$ cat src/rtl/rn_pkg.sv
package rn_pkg;
    typedef enum logic [0:0] {
        RN_FILL = 1'b0,
        RN_RUN  = 1'b1
    } rn_state_e;
endpackage

$ cat src/rtl/rn_ctrl.sv
module rn_ctrl #(
    parameter int NUM_LOG  = 8,
    parameter int NUM_PHYS = 16
) (
    input  logic                        clk,
    input  logic                        rst_n,
    output logic                        filling,
    output logic                        fill_push,
    output logic [$clog2(NUM_PHYS)-1:0] fill_reg
);
    import rn_pkg::*;

    localparam int PW = $clog2(NUM_PHYS);
    localparam logic [PW-1:0] FIRST_SPARE = PW'(NUM_LOG);
    localparam logic [PW-1:0] LAST_SPARE  = PW'(NUM_PHYS - 1);

    rn_state_e     state_q, state_d;
    logic [PW-1:0] idx_q;

    // state register
    always_ff @(posedge clk or negedge rst_n) begin
        if (!rst_n) begin
            state_q <= RN_FILL;
            idx_q   <= FIRST_SPARE;
        end else begin
            state_q <= state_d;
            if (state_q == RN_FILL) idx_q <= idx_q + 1'b1;
        end
    end

    // next state and outputs
    always_comb begin
        state_d   = state_q;
        filling   = 1'b0;
        fill_push = 1'b0;
        fill_reg  = idx_q;
        unique case (state_q)
            RN_FILL: begin
                filling   = 1'b1;
                fill_push = 1'b1;
                if (idx_q == LAST_SPARE) state_d = RN_RUN;
            end
            RN_RUN: begin
                state_d = RN_RUN;
            end
            default: state_d = RN_FILL;
        endcase
    end
endmodule

$ cat src/rtl/rn_free_list.sv
module rn_free_list #(
    parameter int NUM_PHYS = 16
) (
    input  logic                        clk,
    input  logic                        rst_n,
    input  logic                        push,
    input  logic [$clog2(NUM_PHYS)-1:0] push_reg,
    input  logic                        pop,
    output logic [$clog2(NUM_PHYS)-1:0] head_reg,
    output logic                        empty,
    output logic [$clog2(NUM_PHYS):0]   count
);
    localparam int PW = $clog2(NUM_PHYS);
    localparam int CW = PW + 1;

    logic [PW-1:0] slots [NUM_PHYS];
    logic [PW-1:0] rd_q, wr_q;
    logic [CW-1:0] cnt_q;

    always_ff @(posedge clk) begin
        if (push) slots[wr_q] <= push_reg;
    end

    always_ff @(posedge clk or negedge rst_n) begin
        if (!rst_n) begin
            rd_q  <= '0;
            wr_q  <= '0;
            cnt_q <= '0;
        end else begin
            if (push) wr_q <= wr_q + 1'b1;
            if (pop)  rd_q <= rd_q + 1'b1;
            cnt_q <= cnt_q + CW'(push) - CW'(pop);
        end
    end

    assign head_reg = slots[rd_q];
    assign empty    = (cnt_q == '0);
    assign count    = cnt_q;
endmodule

$ cat src/rtl/rn_map_table.sv
module rn_map_table #(
    parameter int NUM_LOG  = 8,
    parameter int NUM_PHYS = 16
) (
    input  logic                        clk,
    input  logic                        rst_n,
    input  logic [$clog2(NUM_LOG)-1:0]  rd_a,
    input  logic [$clog2(NUM_LOG)-1:0]  rd_b,
    input  logic [$clog2(NUM_LOG)-1:0]  rd_d,
    output logic [$clog2(NUM_PHYS)-1:0] q_a,
    output logic [$clog2(NUM_PHYS)-1:0] q_b,
    output logic [$clog2(NUM_PHYS)-1:0] q_d,
    input  logic                        we,
    input  logic [$clog2(NUM_LOG)-1:0]  wa,
    input  logic [$clog2(NUM_PHYS)-1:0] wd
);
    localparam int PW = $clog2(NUM_PHYS);

    logic [PW-1:0] map_q [NUM_LOG];

    always_ff @(posedge clk or negedge rst_n) begin
        if (!rst_n) begin
            for (int i = 0; i < NUM_LOG; i++) map_q[i] <= PW'(i);
        end else if (we) begin
            map_q[wa] <= wd;
        end
    end

    // reads see the table before this cycle's write
    assign q_a = map_q[rd_a];
    assign q_b = map_q[rd_b];
    assign q_d = map_q[rd_d];
endmodule

$ cat src/rtl/rn_rename.sv
module rn_rename #(
    parameter int NUM_LOG  = 8,
    parameter int NUM_PHYS = 16
) (
    input  logic                        clk,
    input  logic                        rst_n,
    input  logic                        ren_valid,
    input  logic [$clog2(NUM_LOG)-1:0]  ren_src_a,
    input  logic [$clog2(NUM_LOG)-1:0]  ren_src_b,
    input  logic                        ren_has_dst,
    input  logic [$clog2(NUM_LOG)-1:0]  ren_dst,
    output logic                        ren_ready,
    output logic [$clog2(NUM_PHYS)-1:0] ren_phys_a,
    output logic [$clog2(NUM_PHYS)-1:0] ren_phys_b,
    output logic [$clog2(NUM_PHYS)-1:0] ren_new_dst,
    output logic [$clog2(NUM_PHYS)-1:0] ren_old_dst,
    input  logic                        rel_valid,
    input  logic [$clog2(NUM_PHYS)-1:0] rel_phys
);
    localparam int PW = $clog2(NUM_PHYS);

    logic          filling, fill_push;
    logic [PW-1:0] fill_reg;
    logic          fl_empty, fl_push, accept, alloc;
    logic [PW-1:0] fl_push_reg, fl_head;
    logic [PW:0]   fl_count;

    rn_ctrl #(.NUM_LOG(NUM_LOG), .NUM_PHYS(NUM_PHYS)) u_ctrl (
        .clk       (clk),
        .rst_n     (rst_n),
        .filling   (filling),
        .fill_push (fill_push),
        .fill_reg  (fill_reg)
    );

    assign ren_ready   = !filling && (!ren_has_dst || !fl_empty);
    assign accept      = ren_valid && ren_ready;
    assign alloc       = accept && ren_has_dst;
    assign fl_push     = fill_push || (!filling && rel_valid);
    assign fl_push_reg = filling ? fill_reg : rel_phys;

    rn_free_list #(.NUM_PHYS(NUM_PHYS)) u_fl (
        .clk      (clk),
        .rst_n    (rst_n),
        .push     (fl_push),
        .push_reg (fl_push_reg),
        .pop      (alloc),
        .head_reg (fl_head),
        .empty    (fl_empty),
        .count    (fl_count)
    );

    rn_map_table #(.NUM_LOG(NUM_LOG), .NUM_PHYS(NUM_PHYS)) u_map (
        .clk   (clk),
        .rst_n (rst_n),
        .rd_a  (ren_src_a),
        .rd_b  (ren_src_b),
        .rd_d  (ren_dst),
        .q_a   (ren_phys_a),
        .q_b   (ren_phys_b),
        .q_d   (ren_old_dst),
        .we    (alloc),
        .wa    (ren_dst),
        .wd    (fl_head)
    );

    assign ren_new_dst = fl_head;
endmodule

$ cat config.mk
export PLATFORM = sky130hd
export DESIGN_NAME = rn_rename
export DESIGN_NICKNAME = d
export VERILOG_FILES = /design/src/rtl/rn_pkg.sv /design/src/rtl/rn_ctrl.sv /design/src/rtl/rn_free_list.sv /design/src/rtl/rn_map_table.sv /design/src/rtl/rn_rename.sv
export SDC_FILE = /design/constraint.sdc
export NUM_CORES = 1
export LEC_CHECK = 0
export BUFFER_PORTS_ARGS = -buffer_cell sky130_fd_sc_hd__buf_2
export CAP_MARGIN = 20
export CORE_ASPECT_RATIO = 1.5
export CORE_MARGIN = 5
export CORE_UTILIZATION = 49
export CTS_CLUSTER_SIZE = 16
export DETAILED_ROUTE_END_ITERATION = 16
export PLACE_DENSITY = 0.66
export SYNTH_ARGS = -nofsm -noshare
export SYNTH_HDL_FRONTEND = slang
export SYNTH_SLANG_ARGS = --single-unit
export TNS_END_PERCENT = 50
$ cat constraint.sdc
create_clock -name clk -period 7.7 [get_ports clk]
set_clock_uncertainty 0.15 [all_clocks]
set_input_delay 0.385 -clock clk [delete_from_list [all_inputs] [get_ports clk]]
set_output_delay 0.385 -clock clk [all_outputs]
set_load 0.03 [all_outputs]
==> results.yml, run 1 <==
clock_network:
  clkSinkCount: 114
  root_buffer: "clkbuf_16"
  cts_tree: "yes"
  clockBufferDepth: 2
  clock_latency_ps: 410
  cts_buffers: 17
  cts-htree-levels: 4
  clkSlewWorstSetupHoldPaths_ps: 50
outcome:
  outcome: "finished, final reports clean"
yosys:
  netlist_area_mm2: 0.00620
  synth_cells: 484
  syn_avg_cell_area_um2: 12.8
  async_flop_share: 0.439
  synthesis.nets: 515
  synth-seq-area-share: 0.515
  yosys_warnings: 0
  synth_edf_count: 64
  synth_cell_types: 48
  ys_ff_latch: 114
  synthFlopType: "edfxtp_1"
critical_path:
  cpPeakStageDelay_ps: 990
  reg2reg_slack_ps: 4610
  cp.arrival_ps: 2600
  path_cells: "nor2_1 -> a22oi_2 -> nand3_1 -> nand2_1 -> buf_2"
  critPathRequiredTime_ps: 7160
  startpoint_type: "register"
  path_max_fanout: 20
  path_class: "reg -> out"
  cp_slowest_cell: "dfrtp_1"
  crit_path_end_kind: "primary output"
finish:
  n_antenna_cell: 0
  top_register: "u_fl.slots"
  drive_gt1_frac: 0.278
  multiInputGateArea_mm2: 0.00282
  register_area_mm2: 0.00319
  syn2layout_area_growth_pct: 13.2
  largest_reg_flops: 64
  fillers: 1037
  stdcell_count: 682
  fin_nets: 544
  fin_util: 0.563
floorplanning:
  die_y_um: 148
  pin_count: 35
  dieArea_mm2: 0.0150
  start_util: 0.498
  placementRows: 50
  fp.dieW_um: 102
  fp.coreArea_mm2: 0.0124
place:
  place.gp.congestion: 0.895
  place_ws_ps: 4600
  placed_cells: 648
  dp_hpwl_um: 10700
  portBuffers: 34
routing:
  wire_per_inst_um: 21.4
  drc_errors: 0
  ant_nets: 0
  routed-via-count: 4128
  totalWireLength_um: 14600
  avgViaCountPerCell: 6.05
  drtPass1Iterations: 4
  dr.first_iter.drc_count: 212
sta:
  hold-worst-slack_ps: 209
  tightest_slew_ps: 1050
  fin_crit_ps: 3130
  setup_ws_ps: 4570
  hold_viol: 0
  fin_setup_tns_ps: 0
  max_slew_margin: 0.297
  drv_slew: 0
  fin_crit_sh: 0.407
  rsz0062_at_grt: "no"
  setup_viol: 0
  max_freq_mhz: 319
power_and_ir_drop:
  power_frac_comb: 0.360
  vdd_drop_max_v: 0.000207
  clock_power_share: 0.270
  p_sw_frac: 0.380
  netSwitchingPower_mw: 1.03
  internal_power_mw: 1.68
  power_leakage_nw: 2.70
  p_per_area_mw_per_mm2: 386
  seqPwrFrac: 0.371
global_route:
  grt_pass1_wl_um: 23100
  grt_max_degree: 51
  grt_util_all_layers: 0.205
  overflow: 0
  grt_pass1_vias: 4319
  grt_antenna_before_repair: 0
job:
  drv_cap: 0
hold_path:
  hold_path.class: "in -> reg"
==> layout make-up <==
| class | instances | share of cell area |
|---|---|---|
| flip-flops and latches | 114 | 0.455 |
| multi-input cells | 329 | 0.402 |
| clock buffers | 17 | 0.0606 |
| repair buffers | 38 | 0.0285 |
| well taps | 156 | 0.0278 |
| clock inverters | 15 | 0.0189 |
| inverters | 13 | 0.00696 |
==> metrics by stage <==
| stage | total power [mW] | instance area, um^2 |
|---|---|---|
| global placement | 1.94 | 6440 |
| detailed placement | 1.99 | 6440 |
| floorplan | 1.74 | 6200 |
| global route | 2.86 | 7010 |
| CTS | 2.73 | 7010 |
| finish | 2.71 | 7010 |
==> power by group through the flow <==
stage	Combinational, mW	Clock (mW)	Sequential, mW
after floorplan	0.840	0	0.899
after global routing	1.06	0.775	1.03
after detailed placement	0.975	0	1.01
final	0.975	0.731	1.00
after global placement	0.942	0	0.998
after CTS	0.981	0.744	1.00
==> cells in the final DEF (no fill, tap or decap), types with 10 or more instances in the layout <==
master	n
edfxtp_1	64
nand2_1	46
nand3_1	39
dfrtp_1	37
buf_2	35
nand4_1	34
nand3b_1	32
mux4_2	25
mux2i_1	19
mux2_2	18
clkbuf_16	17
inv_1	13
dfstp_2	13
ha_1	12
nor2_1	11
xnor2_1	10
==> critical path: cells and delay by family (launching register included) <==
| family | cells | cell delay (ps) |
|---|---|---|
| flip-flops | 1 | 990 |
| AO/OA/AOI/OAI | 1 | 470 |
| AND/OR/NAND/NOR | 3 | 520 |
| buffers and inverters | 1 | 200 |
==> kinds of logic (layout without fill, tap and decap cells) <==
logic type | count (synthesis) | in the layout | synth area share
flops | 114 | 114 | 0.515
mux | 69 | 69 | 0.177
xor+xnor | 13 | 13 | 0.0184
simple gates | 195 | 195 | 0.175
buf+inv | 41 | 83 | 0.0301
compound gates | 39 | 39 | 0.0577
fa+ha+maj | 13 | 13 | 0.0275
==> cells in the mapped netlist (all sizes together), types with 2 or more instances <==
| master | number | area (um^2) |
|---|---|---|
| nand3 | 39 | 195 |
| nand3b | 32 | 240 |
| ha | 12 | 150 |
| nor4 | 4 | 25.0 |
| nand2b | 7 | 43.8 |
| nor3 | 4 | 20.0 |
| mux2i | 19 | 190 |
| and2 | 2 | 12.5 |
| a21boi | 5 | 52.6 |
| mux2 | 22 | 263 |
| nand4 | 34 | 213 |
| nand4b | 2 | 17.5 |
| mux4 | 28 | 642 |
| clkbuf | 13 | 48.8 |
| a211oi | 8 | 100 |
| edfxtp | 64 | 1920 |
| dfstp | 13 | 342 |
| xnor2 | 10 | 87.6 |
| a21o | 2 | 15.0 |
| buf | 15 | 88.8 |
| o211ai | 8 | 60.1 |
| a22oi | 6 | 65.1 |
| xor2 | 3 | 26.3 |
| and3 | 4 | 25.0 |
| nor2 | 11 | 41.3 |
| nor2b | 5 | 31.3 |
| o21ai | 2 | 10.0 |
| a21oi | 4 | 20.0 |
| dfrtp | 37 | 926 |
| inv | 13 | 48.8 |
| nand2 | 46 | 173 |
==> path summary, 6_finish.rpt <==
check,cells past startpoint,from,endpoint
setup / recovery,5,u_fl.rd_q[2],ren_new_dst[3]
hold / removal,3,rel_valid,u_fl.wr_q[0]
setup reg to reg,12,u_fl.count[3],u_fl.count[4]
hold reg to reg,2,u_map.map_q[16],u_map.map_q[16]
max in group asynchronous,3,rst_n,u_fl.wr_q[1]
min in group asynchronous,3,rst_n,u_ctrl.fill_reg[2]
==> per-layer routing <==
metal | vias to the layer above | GRT usage | share of wire
li1 | 1931 | - | -
met1 | 2071 | 0.213 | 0.36
met2 | 97 | 0.378 | 0.56
met3 | 29 | 0.0444 | 0.034
met4 | 0 | 0.104 | 0.040
met5 | - | 0 | 0
==> what timing repair did <==
action,CTS,global route
gates resized for setup,0,0
hold buffers,1,0
setup buffers,0,0
setup endpoints to repair,0,0
endpoints found under the hold margin,37,0
Note: power is estimated with default switching activity, not from simulation.
==> inputs of run 2 (changes only) <==
Settings changed: PLACE_DENSITY 0.66 to 0.69.
Clock period 7.7 ns to 2.7 ns, I/O delays scaled along.
==> results.yml, run 2 (same netlist as run 1, synthesis figures left out) <==
floorplanning:
  die_y_um: 148
  pin_count: 35
  start_util: 0.498
  fp.dieW_um: 102
  placementRows: 50
  dieArea_mm2: 0.0150
  fp.coreArea_mm2: 0.0124
sta:
  max_freq_mhz: 392
  fin_crit_ps: 2550
  setup_viol: 0
  fin_setup_tns_ps: 0
  drv_slew: 0
  fin_crit_sh: 0.946
  max_slew_margin: 0.509
  hold-worst-slack_ps: 52.4
  hold_viol: 0
  rsz0062_at_grt: "no"
  tightest_slew_ps: 735
outcome:
  outcome: "finished, final reports clean"
power_and_ir_drop:
  power_leakage_nw: 2.79
  p_total_mw: 7.88
  vdd_drop_max_v: 0.000546
  p_per_area_mw_per_mm2: 1100
job:
  drv_cap: 0
place:
  placed_cells: 667
  portBuffers: 34
  place.gp.congestion: 0.848
  dp_hpwl_um: 11200
critical_path:
  critPathRequiredTime_ps: 2410
  path_cells: "mux4_1 -> mux2_4 -> nand2b_1 -> nand2_1 -> buf_2"
  path_class: "reg -> out"
  crit_path_end_kind: "primary output"
  cp_num_buf_inv: 1
  cp_top_family: "multiplexers"
  cp.arrival_ps: 2270
  cpPeakStageDelay_ps: 610
  cp_slowest_cell: "mux4_1"
  path_max_fanout: 14
  startpoint_type: "register"
finish:
  final_common_cell: "edfxtp_1"
  stdcell_count: 700
  top_register: "u_fl.slots"
  syn2layout_area_growth_pct: 15.8
  final_cell_mix: "64 x edfxtp_1, 46 x nand2_1, 39 x nand3_1"
  fillers: 987
  drive_gt1_frac: 0.311
  n_antenna_cell: 0
  fin_nets: 562
  register_area_mm2: 0.00319
  multiInputGateArea_mm2: 0.00283
  largest_reg_flops: 64
routing:
  drtPass1Iterations: 4
  wire_per_inst_um: 21.0
  avgViaCountPerCell: 5.98
  drc_errors: 0
  totalWireLength_um: 14700
  ant_nets: 0
  routed-via-count: 4189
  dr.first_iter.drc_count: 224
global_route:
  use_met2: 0.393
  grt_antenna_before_repair: 0
  gr-usage-met1: 0.221
  grt_pass1_vias: 4440
  overflow: 0
  met3_usage: 0.0434
  grt_max_degree: 29
  top_usage_layer: "met2"
  grt_util_all_layers: 0.209
  grt_pass1_wl_um: 23700
hold_path:
  hold_path.class: "in -> async"
clock_network:
  clock_latency_ps: 410
  cts_tree: "yes"
  clkSinkCount: 114
  clkSlewWorstSetupHoldPaths_ps: 60
  clockBufferDepth: 2
  cts_buffers: 17
  cts-htree-levels: 4
  root_buffer: "clkbuf_16"
[run 2: final timing paths]
check	start	endpoint	slack (ps)	depth (start not counted)
setup reg to reg	u_fl.count[2]	u_fl.count[4]	190	12
max in group asynchronous	rst_n	u_map.map_q[1]	1590	3
setup / recovery	u_fl.rd_q[1]	ren_new_dst[3]	150	5
min in group clk	rel_valid	u_fl.wr_q[0]	60	4
hold reg to reg	u_map.map_q[0]	u_map.map_q[0]	350	2
hold / removal	rst_n	u_ctrl.state_q	50	2
[run 2: per-layer routing]
layer / routed length, um / vias up
met5: 0 / -
met4: 380 / 0
met3: 403 / 27
met2: 8600 / 96
met1: 5350 / 2095
li1: - / 1971
[run 2: what timing repair did]
item / CTS / global route
endpoints found under the hold margin: 40 / 0
cloned: 0 / 0
hold buffers: 1 / 0
resized for setup: 1 / 3
endpoints found under the setup margin: 3 / 3
setup buffers: 0 / 0
[run 2: per-stage QoR]
step / area, um^2 / utilization / worst slack (ps)
after CTS: 7170 / 0.576 / 108
after detailed placement: 6580 / 0.529 / 126
after floorplan: 6200 / - / 8.22
after global placement: 6580 / 0.529 / 233
final: 7180 / 0.576 / 147
after global routing: 7180 / 0.576 / 5.00
[run 2: area by class of cell]
type	count	area share
Inverter	13	0.00680
Clock buffer	17	0.0593
Timing Repair Buffer	56	0.0471
Tap cell	156	0.0272
Multi-Input combinational cell	329	0.394
Clock inverter	15	0.0207
Sequential cell	114	0.445
[run 2: where the power goes]
group / internal, mW / leakage, nW / switching [mW] / total (mW)
registers: 2.33 / 1.17 / 0.492 / 2.82
clock network: 1.29 / 0.277 / 0.842 / 2.13
logic: 1.30 / 1.34 / 1.63 / 2.93
==> inputs of run 3 (changes only) <==
Settings changed: SYNTH_HIERARCHICAL from default to 1.
==> results.yml, run 3 <==
outcome:
  outcome: "finished, final reports clean"
place:
  portBuffers: 34
  place_ws_ps: 64.5
  place.gp.congestion: 0.840
  dp_hpwl_um: 7880
yosys:
  syn_avg_cell_area_um2: 17.3
  async_flop_share: 0.439
  synthesis.nets: 359
  yosys.area.top_type_share: 0.339
  yosys-top-cells-area: "edfxtp_1 34%, dfrtp_1 16%, mux4_1 14%"
  synthFlopType: "edfxtp_1"
  synth_cells: 328
  netlist_area_mm2: 0.00568
  synth_top_area_cell: "edfxtp_1"
  yosysMostFrequentCell: "edfxtp_1"
  synth_edf_count: 64
  synth-seq-area-share: 0.562
  yosys-top-cells-count: "64 x edfxtp_1, 46 x mux2_2, 37 x dfrtp_1"
  synth_cell_types: 38
  ys_ff_latch: 114
  yosys_warnings: 6
power_and_ir_drop:
  p_per_area_mw_per_mm2: 1080
  vdd_drop_max_v: 0.000684
  power_leakage_nw: 2.69
sta:
  setup_ws_ps: 96.9
  drv_slew: 0
  fin_crit_ps: 2600
  hold-worst-slack_ps: 35.5
  hold_viol: 0
  fin_crit_sh: 0.964
  tightest_slew_ps: 591
  setup_viol: 0
  rsz0062_at_grt: "no"
  fin_setup_tns_ps: 0
  max_slew_margin: 0.606
  max_freq_mhz: 384
finish:
  largest_reg_flops: 64
  n_antenna_cell: 0
  fin_nets: 405
  fillers: 896
  final_common_cell: "edfxtp_1"
  syn2layout_area_growth_pct: 15.8
  top_register: "u_fl/slots"
  final_cell_mix: "64 x edfxtp_1, 46 x mux2_2, 36 x dfrtp_1"
  drive_gt1_frac: 0.408
routing:
  ant_nets: 0
  drtPass1Iterations: 4
  dr.first_iter.drc_count: 126
  totalWireLength_um: 10700
  drc_errors: 0
  routed-via-count: 3018
  avgViaCountPerCell: 5.62
  wire_per_inst_um: 19.9
critical_path:
  startpoint: "u_fl/rd_q[0]"
  cp_slowest_cell: "mux4_1"
  path_class: "reg -> out"
  path_cells: "buf_12 -> mux4_1 -> a22oi_1 -> nand3_2 -> buf_2"
  path_max_fanout: 19
  critPathRequiredTime_ps: 2410
  cp.arrival_ps: 2320
  cp_top_family: "multiplexers"
  r2r-start: "u_fl/count[3]"
  cp_num_buf_inv: 2
  cpPeakStageDelay_ps: 640
  crit_path_end_kind: "primary output"
  startpoint_type: "register"
clock_network:
  cts-htree-levels: 4
  cts_buffers: 17
  clockBufferDepth: 2
  clock_latency_ps: 410
  clkSinkCount: 114
  cts_tree: "yes"
  root_buffer: "clkbuf_16"
  post_cts_buffers: 0
  clkSlewWorstSetupHoldPaths_ps: 60
global_route:
  grt_util_all_layers: 0.164
  grt_pass1_wl_um: 17100
  grt_antenna_before_repair: 0
  overflow: 0
  grt_pass1_vias: 3254
  grt_max_degree: 28
floorplanning:
  dieArea_mm2: 0.0139
  fp.dieW_um: 97.9
  fp.coreArea_mm2: 0.0114
  placementRows: 48
  start_util: 0.497
  pin_count: 35
  die_y_um: 142
hold_path:
  hold_path.class: "in -> reg"
  holdCritStartpoint: "rel_phys[2]"
job:
  drv_cap: 0
==> run 3: changes by cell type in the layout (fill, tap and decap cells not counted), moves of 6 or more <==
cell and change:
and2_1 +7, buf_4 -14, nand4_1 -31, a211oi_2 -8, mux4_1 +27, nand2b_1 -6, nand3b_1 -32, nand3_1 -33
nand2_1 -34, mux4_2 -15, mux2_2 +28, mux2i_1 -19, o211ai_1 -8
==> run 3: worst paths after layout <==
| kind | end | slack (ps) | cells after the start |
|---|---|---|---|
| worst max-delay path | ren_new_dst[3] | 100 | 5 |
| worst min-delay path | u_fl/slots[7][2] | 40 | 2 |
| worst max register to register | u_fl/count[4] | 130 | 12 |
| worst min register to register | u_ctrl/fill_reg[3] | 360 | 1 |
| max in group asynchronous | u_map/map_q[16] | 1470 | 3 |
| min in group asynchronous | u_fl/count[3] | 110 | 2 |
==> run 3: report_power, final <==
part	total, mW	internal [mW]	switching (mW)
Clock	1.97	1.18	0.788
Sequential	2.71	2.33	0.380
Combinational	2.42	1.17	1.25
Total	7.09	4.67	2.42
==> run 3: cell families after synthesis <==
family,share of synthesized area
buffers and inverters,0.0293
AO/OA/AOI/OAI,0.0128
multiplexers,0.280
adder cells (fa/ha/maj),0.0300
XOR/XNOR,0.0201
AND/OR/NAND/NOR,0.0655
flip-flops,0.562
==> run 3: what timing repair did <==
| action | 4_1_cts | 5_1_grt |
|---|---|---|
| setup endpoints to repair | 3 | 4 |
| gates resized for setup | 2 | 4 |
| endpoints found under the hold margin | 24 | 0 |
| hold buffers | 2 | 0 |
| pin swaps | 0 | 0 |
==> run 3: routing by layer <==
metal / global-route usage / vias to the layer above / wire length, um
met1: 0.159 / 1533 / 3790
met4: 0.0642 / 0 / 216
met2: 0.318 / 67 / 6250
li1: - / 1400 / -
met3: 0.0487 / 18 / 428
met5: 0 / - / 0
==> run 3: stage by stage <==
step	util	area (um^2)	std cells	power (mW)
2_1_floorplan	-	5680	328	4.48
3_3_place_gp	0.525	5990	503	5.02
3_5_place_dp	0.525	5990	503	5.14
4_1_cts	0.574	6550	537	7.15
5_1_grt	0.576	6570	537	7.48
6_report	0.576	6570	537	7.09
==> run 3: layout make-up <==
class / instances / area (um^2) / share of cell area
Inverter: 11 / 41.3 / 0.00628
Timing Repair Buffer: 44 / 263 / 0.0400
Clock buffer: 18 / 429 / 0.0653
Clock inverter: 14 / 111 / 0.0169
Sequential cell: 114 / 3190 / 0.485
Tap cell: 150 / 188 / 0.0285
Multi-Input combinational cell: 186 / 2350 / 0.358
